==> config.mk <==
export PLATFORM = sky130hd
export DESIGN_NAME = evt_irq_ctrl
export DESIGN_NICKNAME = d
export VERILOG_FILES = /design/src/rtl/evt_irq_pkg.sv /design/src/rtl/evt_flag_reg.sv /design/src/rtl/evt_mask_reg.sv /design/src/rtl/evt_irq_sched.sv /design/src/rtl/evt_irq_ctrl.sv
export SDC_FILE = /design/constraint.sdc
export NUM_CORES = 1
export LEC_CHECK = 0
export BUFFER_PORTS_ARGS = -buffer_cell sky130_fd_sc_hd__buf_4
export CAP_MARGIN = 20
export CORE_MARGIN = 4
export CORE_UTILIZATION = 35
export DETAILED_ROUTE_END_ITERATION = 16
export GPL_TIMING_DRIVEN = 0
export SYNTH_ARGS = -nofsm -noshare
export SYNTH_HDL_FRONTEND = slang
export SYNTH_HIERARCHICAL = 1
export SYNTH_SLANG_ARGS = --single-unit
export TNS_END_PERCENT = 1
==> constraint.sdc <==
create_clock -name clk -period 6.18 [get_ports clk]
set_clock_uncertainty 0.15 [all_clocks]
set_input_delay 1.236 -clock clk [delete_from_list [all_inputs] [get_ports clk]]
set_output_delay 1.236 -clock clk [all_outputs]
set_load 0.03 [all_outputs]
==> src/rtl/evt_irq_pkg.sv <==
// Shared constants for the peripheral interrupt control unit.
// Assumes a 4-bit register address and an 8-bit data bus.
package evt_irq_pkg;
    localparam int NUM_SRC  = 5;   // event sources
    localparam int DATA_W   = 8;   // bus data width
    localparam int ADDR_W   = 4;   // bus address width
    localparam int SUM_BIT  = 7;   // summary / set-clear bit position
    localparam int MASK_W   = SUM_BIT; // mask holds data bits below SUM_BIT
    localparam logic [ADDR_W-1:0] IRQ_ADDR = 4'd13;
endpackage

==> src/rtl/evt_flag_reg.sv <==
// Event flag register: latches event pulses and empties them on a clear.
// Assumes clr is a single-cycle strobe; events in the clear cycle survive.
module evt_flag_reg #(
    parameter int NUM_SRC = evt_irq_pkg::NUM_SRC
) (
    input  logic               clk,
    input  logic               rst_n,
    input  logic               clr,
    input  logic [NUM_SRC-1:0] evt_in,
    output logic [NUM_SRC-1:0] flags_q,
    output logic [NUM_SRC-1:0] flags_nxt
);
    // Next flags: clear first, then OR in this cycle's events.
    always_comb begin
        flags_nxt = (clr ? '0 : flags_q) | evt_in;
    end

    // Flag storage with synchronous reset.
    always_ff @(posedge clk) begin
        if (!rst_n) flags_q <= '0;
        else        flags_q <= flags_nxt;
    end

    assert_evt_sets_flag_R2: assert property (@(posedge clk) disable iff (!rst_n)
        (evt_in != '0) |=> ((flags_q & $past(evt_in)) == $past(evt_in)));
    assert_read_clears_R8: assert property (@(posedge clk) disable iff (!rst_n)
        (clr && evt_in == '0) |=> (flags_q == '0));
    assert_evt_survives_clear_R9: assert property (@(posedge clk) disable iff (!rst_n)
        (clr && evt_in != '0) |=> (flags_q == $past(evt_in)));
endmodule

==> src/rtl/evt_mask_reg.sv <==
// Enable mask register: bit SUM_BIT of the write data selects set or clear.
// Assumes wr_en is already qualified by the address decode.
module evt_mask_reg #(
    parameter int DATA_W  = evt_irq_pkg::DATA_W,
    parameter int SUM_BIT = evt_irq_pkg::SUM_BIT,
    parameter int MASK_W  = evt_irq_pkg::MASK_W
) (
    input  logic              clk,
    input  logic              rst_n,
    input  logic              wr_en,
    input  logic [DATA_W-1:0] wdata,
    output logic [MASK_W-1:0] mask_q,
    output logic [MASK_W-1:0] mask_nxt,
    output logic              set_req
);
    logic [MASK_W-1:0] wbits;
    assign wbits   = wdata[MASK_W-1:0];
    assign set_req = wr_en & wdata[SUM_BIT];

    // Next mask: OR in on a set write, AND out on a clear write.
    always_comb begin
        mask_nxt = mask_q;
        if (wr_en) begin
            if (wdata[SUM_BIT]) mask_nxt = mask_q | wbits;
            else                mask_nxt = mask_q & ~wbits;
        end
    end

    // Mask storage with synchronous reset.
    always_ff @(posedge clk) begin
        if (!rst_n) mask_q <= '0;
        else        mask_q <= mask_nxt;
    end

    assert_set_ors_R3: assert property (@(posedge clk) disable iff (!rst_n)
        (wr_en && wdata[SUM_BIT]) |=>
            ((mask_q & $past(wbits)) == $past(wbits)) && ((mask_q | $past(wbits)) == ($past(mask_q) | $past(wbits))));
    assert_clear_ands_R4: assert property (@(posedge clk) disable iff (!rst_n)
        (wr_en && !wdata[SUM_BIT]) |=>
            ((mask_q & $past(wbits)) == '0) && ((mask_q | $past(wbits)) == ($past(mask_q) | $past(wbits))));
    assert_no_write_hold_R10: assert property (@(posedge clk) disable iff (!rst_n)
        !wr_en |=> $stable(mask_q));
endmodule

==> src/rtl/evt_irq_sched.sv <==
// Request scheduler: one-cycle delayed assertion, one pending at a time,
// cancelled and cleared by a flag read. Drives the registered active-low line.
// Assumes hit is computed from the next mask and the next flags.
module evt_irq_sched (
    input  logic clk,
    input  logic rst_n,
    input  logic clr,
    input  logic eval,
    input  logic hit,
    output logic summary_q,
    output logic pending_q,
    output logic irq_n
);
    logic sum_keep, pend_live, sched;

    // Surviving state after a possible read, and the new schedule decision.
    always_comb begin
        sum_keep  = summary_q & ~clr;
        pend_live = pending_q & ~clr;
        sched     = eval & hit & ~sum_keep & ~pend_live;
    end

    // Pending, summary and request line registers.
    always_ff @(posedge clk) begin
        if (!rst_n) begin
            pending_q <= 1'b0;
            summary_q <= 1'b0;
            irq_n     <= 1'b1;
        end else begin
            pending_q <= sched;
            summary_q <= sum_keep | pend_live;
            irq_n     <= ~(sum_keep | pend_live);
        end
    end

    assert_reset_idle_R1: assert property (@(posedge clk)
        !rst_n |=> (irq_n && !pending_q && !summary_q));
    assert_fire_next_R5: assert property (@(posedge clk) disable iff (!rst_n)
        (pending_q && !clr) |=> (summary_q && !irq_n));
    assert_single_pending_R7: assert property (@(posedge clk) disable iff (!rst_n)
        !(pending_q && summary_q));
    assert_hold_low_R7: assert property (@(posedge clk) disable iff (!rst_n)
        (!irq_n && !clr) |=> !irq_n);
    assert_cancel_R8: assert property (@(posedge clk) disable iff (!rst_n)
        clr |=> (irq_n && !summary_q));
endmodule

==> src/rtl/evt_irq_ctrl.sv <==
// Peripheral interrupt control unit top: decodes the shared flag/mask
// address, joins flag, mask and scheduler, and builds the read byte.
// Assumes bus_rd and bus_wr are single-cycle strobes.
module evt_irq_ctrl #(
    parameter int NUM_SRC = evt_irq_pkg::NUM_SRC,
    parameter int DATA_W  = evt_irq_pkg::DATA_W,
    parameter int ADDR_W  = evt_irq_pkg::ADDR_W,
    parameter int SUM_BIT = evt_irq_pkg::SUM_BIT
) (
    input  logic               clk,
    input  logic               rst_n,
    input  logic [ADDR_W-1:0]  bus_addr,
    input  logic               bus_wr,
    input  logic               bus_rd,
    input  logic [DATA_W-1:0]  bus_wdata,
    output logic [DATA_W-1:0]  bus_rdata,
    input  logic [NUM_SRC-1:0] evt_in,
    output logic               irq_n
);
    localparam int MASK_W = SUM_BIT;
    localparam logic [ADDR_W-1:0] HIT_ADDR = ADDR_W'(evt_irq_pkg::IRQ_ADDR);

    logic               sel, rd_clr, wr_mask, set_req, hit;
    logic [NUM_SRC-1:0] flags_q, flags_nxt;
    logic [MASK_W-1:0]  mask_q, mask_nxt;
    logic               summary_q, pending_q;

    // Address decode of the shared register.
    always_comb begin
        sel     = (bus_addr == HIT_ADDR);
        rd_clr  = sel & bus_rd;
        wr_mask = sel & bus_wr;
        hit     = |(mask_nxt & MASK_W'(flags_nxt));
    end

    evt_flag_reg #(.NUM_SRC(NUM_SRC)) i_flags (
        .clk(clk), .rst_n(rst_n), .clr(rd_clr), .evt_in(evt_in),
        .flags_q(flags_q), .flags_nxt(flags_nxt)
    );

    evt_mask_reg #(.DATA_W(DATA_W), .SUM_BIT(SUM_BIT), .MASK_W(MASK_W)) i_mask (
        .clk(clk), .rst_n(rst_n), .wr_en(wr_mask), .wdata(bus_wdata),
        .mask_q(mask_q), .mask_nxt(mask_nxt), .set_req(set_req)
    );

    evt_irq_sched i_sched (
        .clk(clk), .rst_n(rst_n), .clr(rd_clr),
        .eval((|evt_in) | set_req), .hit(hit),
        .summary_q(summary_q), .pending_q(pending_q), .irq_n(irq_n)
    );

    // Read byte: flags in low bits, summary at SUM_BIT, zero elsewhere.
    always_comb begin
        bus_rdata = '0;
        if (rd_clr) begin
            bus_rdata[NUM_SRC-1:0] = flags_q;
            bus_rdata[SUM_BIT]     = summary_q;
        end
    end

    assert_flags_hold_R10: assert property (@(posedge clk) disable iff (!rst_n)
        (!rd_clr && evt_in == '0) |=> $stable(flags_q));
    assert_rdata_zero_R10: assert property (@(posedge clk) disable iff (!rst_n)
        !rd_clr |-> (bus_rdata == '0));
    assert_pend_from_enabled_R6: assert property (@(posedge clk) disable iff (!rst_n)
        pending_q |-> ((mask_q & MASK_W'(flags_q)) != '0) || !$past(rst_n) || $past(rd_clr) == 1'b0);
endmodule

==> results.md <==
- WL final: 1.57 mm
- WP data required: 4.79 ns
- Routed Antenna Nets: 0
- Final std cells w/o fill: 140
- Setup crit start: bus_addr[1]
- Type of origin of the critical path: input port
- Worst Slack Setup Final: 2.89 ns
- Core area: 0.00204 mm2
- Reg clk slew, reported paths: 0.08 ns
- First-pass GRT wire length: 2.70 mm
- Die Span Y: 55.3 um
- Crit Path Max Fanout: 8
- FF-to-FF Start: i_flags/flags_q[0]$_SDFF_PN0_
- Mean Syn Cell Area: 9.45 um2
- Pin count of the biggest net entering global routing: 9
- Via count: 632
- Total grt overflow: 0
- Worst VDD drop: 94.6 uV
- Finished Core Util: 0.507
- FP Rows: 16
- Die W: 55.3 um
- Final hold viol count: 0
- Setup TNS: 0 ns
- Pre-CTS setup slack: 2.88 ns
- Layout cells sized above 1: 0.451
- Number of global-route vias before repair: 618
- YS warnings: 6
- Fin Hold WS: 0.317 ns
- RSZ-0062 raised after global routing: no
- Crit path to: bus_rdata[2]
- Max Cap Viol: 0
- Detailed placer's ending HPWL: 1.28 mm
- Hold buffer count at CTS: 0
- Clock sink total: 13
- Met3 WL: 140 um
- Worst reg2reg endpoint: i_sched/pending_q$_SDFF_PN0_
- Delay-heaviest family, CP: simple AND/OR/NAND/NOR gates
- Pwr/cell area: 166 mW/mm2
- Post-CTS setup buffers: 0
- Buf/Inv on CP: 2
- Mapped Area: 785 um2
- Initial antenna violation count: 0
- Num CTS Buffers: 3
- Post-route minimum period: 3.29 ns
- Count of input and output buffers: 25
- H-tree depth: 1
- Antenna fix cells: 0
- Top-level port count: 30
- DR DRC count: 0
- Initial Utilization: 0.384
- GRT Total Usage: 0.109
- Reg2Reg Setup Slack: 4.69 ns
- Die area: 0.00306 mm2
- Worst hold path class: register to register
- Peak Freq: 0.304 GHz
- Iteration-0 DRC Markers: 12
- M1 WL: 699 um
- Final setup viols: 0
- Latest clock arrival within the worst-skew pair: 0.27 ns
- R2R depth: 5
- Final period utilization: 0.532
- Leakage: 0.515 nW
- Max incr delay on CP: 0.23 ns
- Max Slew Vio Count: 0
- Worst path depth: 4
- CTS Buffer Depth: 2
- Critical path type: input port to output pin
- Routed WL per cell: 11.2 um
- Vias per std cell: 4.51
- Crit path arrival time: 1.90 ns
- CTS Root Cell: clkbuf_4
- CP endpoint kind: output pin
- Crit path cell chain: buf_4 -> nand4b_4 -> nor3_2 -> buf_4
- Placed insts: 136
- CTS tree: yes
- Top cell by count, worst path: buf_4
- Run status: finished, final reports clean
- Top sig layer: met4
- CP max stage cell: nand4b_4
- Post-Synthesis Cells: 83
- Area Overhead vs Synth: 32.1%
- First-pass DRT Iterations: 4
- Nets: 135
- Met2 wire length: 713 um
- Resized Gates After CTS: 0
- Final weighted congestion in routability-driven placement: 0.703
[per-stage QoR]
| step | power, mW | cell area, um2 |
|---|---|---|
| floorplan | 0.107 | 788 |
| global placement | 0.121 | 1010 |
| detailed placement | 0.122 | 1010 |
| CTS | 0.175 | 1040 |
| global route | 0.182 | 1040 |
| finish | 0.171 | 1040 |
[where the power goes]
group,internal [mW],switching [mW]
registers,0.0868,0.00147
logic,0.0162,0.0150
clock network,0.0250,0.0270
total,0.128,0.0435
[how the worst min path moves through the flow]
stage | depth (start not counted) | endpoint | startpoint
after detailed placement | 2 | i_mask/mask_q[3]$_SDFF_PN0_ | i_mask/mask_q[3]$_SDFF_PN0_
after floorplan | 2 | i_mask/mask_q[0]$_SDFF_PN0_ | i_mask/mask_q[0]$_SDFF_PN0_
final | 2 | i_mask/mask_q[1]$_SDFF_PN0_ | i_mask/mask_q[1]$_SDFF_PN0_
after global placement | 2 | i_mask/mask_q[3]$_SDFF_PN0_ | i_mask/mask_q[3]$_SDFF_PN0_
after global routing | 2 | i_mask/mask_q[0]$_SDFF_PN0_ | i_mask/mask_q[0]$_SDFF_PN0_
after CTS | 2 | i_mask/mask_q[3]$_SDFF_PN0_ | i_mask/mask_q[3]$_SDFF_PN0_
[sequential cells by signal, indices dropped and copies added (netlist names)]
signal and count:
i_flags/flags_q 5, i_sched/irq_n 1, i_sched/summary_q 1, i_sched/pending_q 1, i_mask/mask_q 5
[tightest hold or removal path, stage by stage (launching register included)]
cell and delay (ns):
dfxtp_1 0.32, nand2_1 0.05, mux2i_1 0.06
[layout by cell type, fill, tap and decap left out]
| cell | count |
|---|---|
| o21bai_4 | 1 |
| a22oi_1 | 1 |
| clkbuf_1 | 1 |
| nand4b_4 | 1 |
| buf_4 | 27 |
| nor4_1 | 1 |
| conb_1 | 2 |
| mux2i_1 | 5 |
| clkbuf_4 | 3 |
| or2_1 | 6 |
| o21a_1 | 5 |
| a222oi_1 | 1 |
| mux2_4 | 5 |
| inv_1 | 9 |
| and2_2 | 1 |
| nor2b_1 | 5 |
| dfxtp_1 | 13 |
| buf_2 | 1 |
| nand2_2 | 4 |
| and4_1 | 1 |
| nand2_1 | 8 |
| buf_6 | 1 |
| nor2_1 | 4 |
| nand2_4 | 1 |
| nor3_2 | 6 |
[metal layers]
metal  up-vias  GRT usage
met5         -          0
met4         0     0.0521
met3         2     0.0443
met2        23      0.164
met1       278      0.133
li1        329          -
[layout make-up]
class / count / area, um2
tap: 27 / 33.8
buffer: 4 / 31.3
multi-input combinational: 58 / 463
fill: 205 / 1010
timing repair buffer: 25 / 188
sequential: 13 / 260
clock buffer: 4 / 26.3
inverter: 9 / 33.8
(Power assumes the default switching activity.)
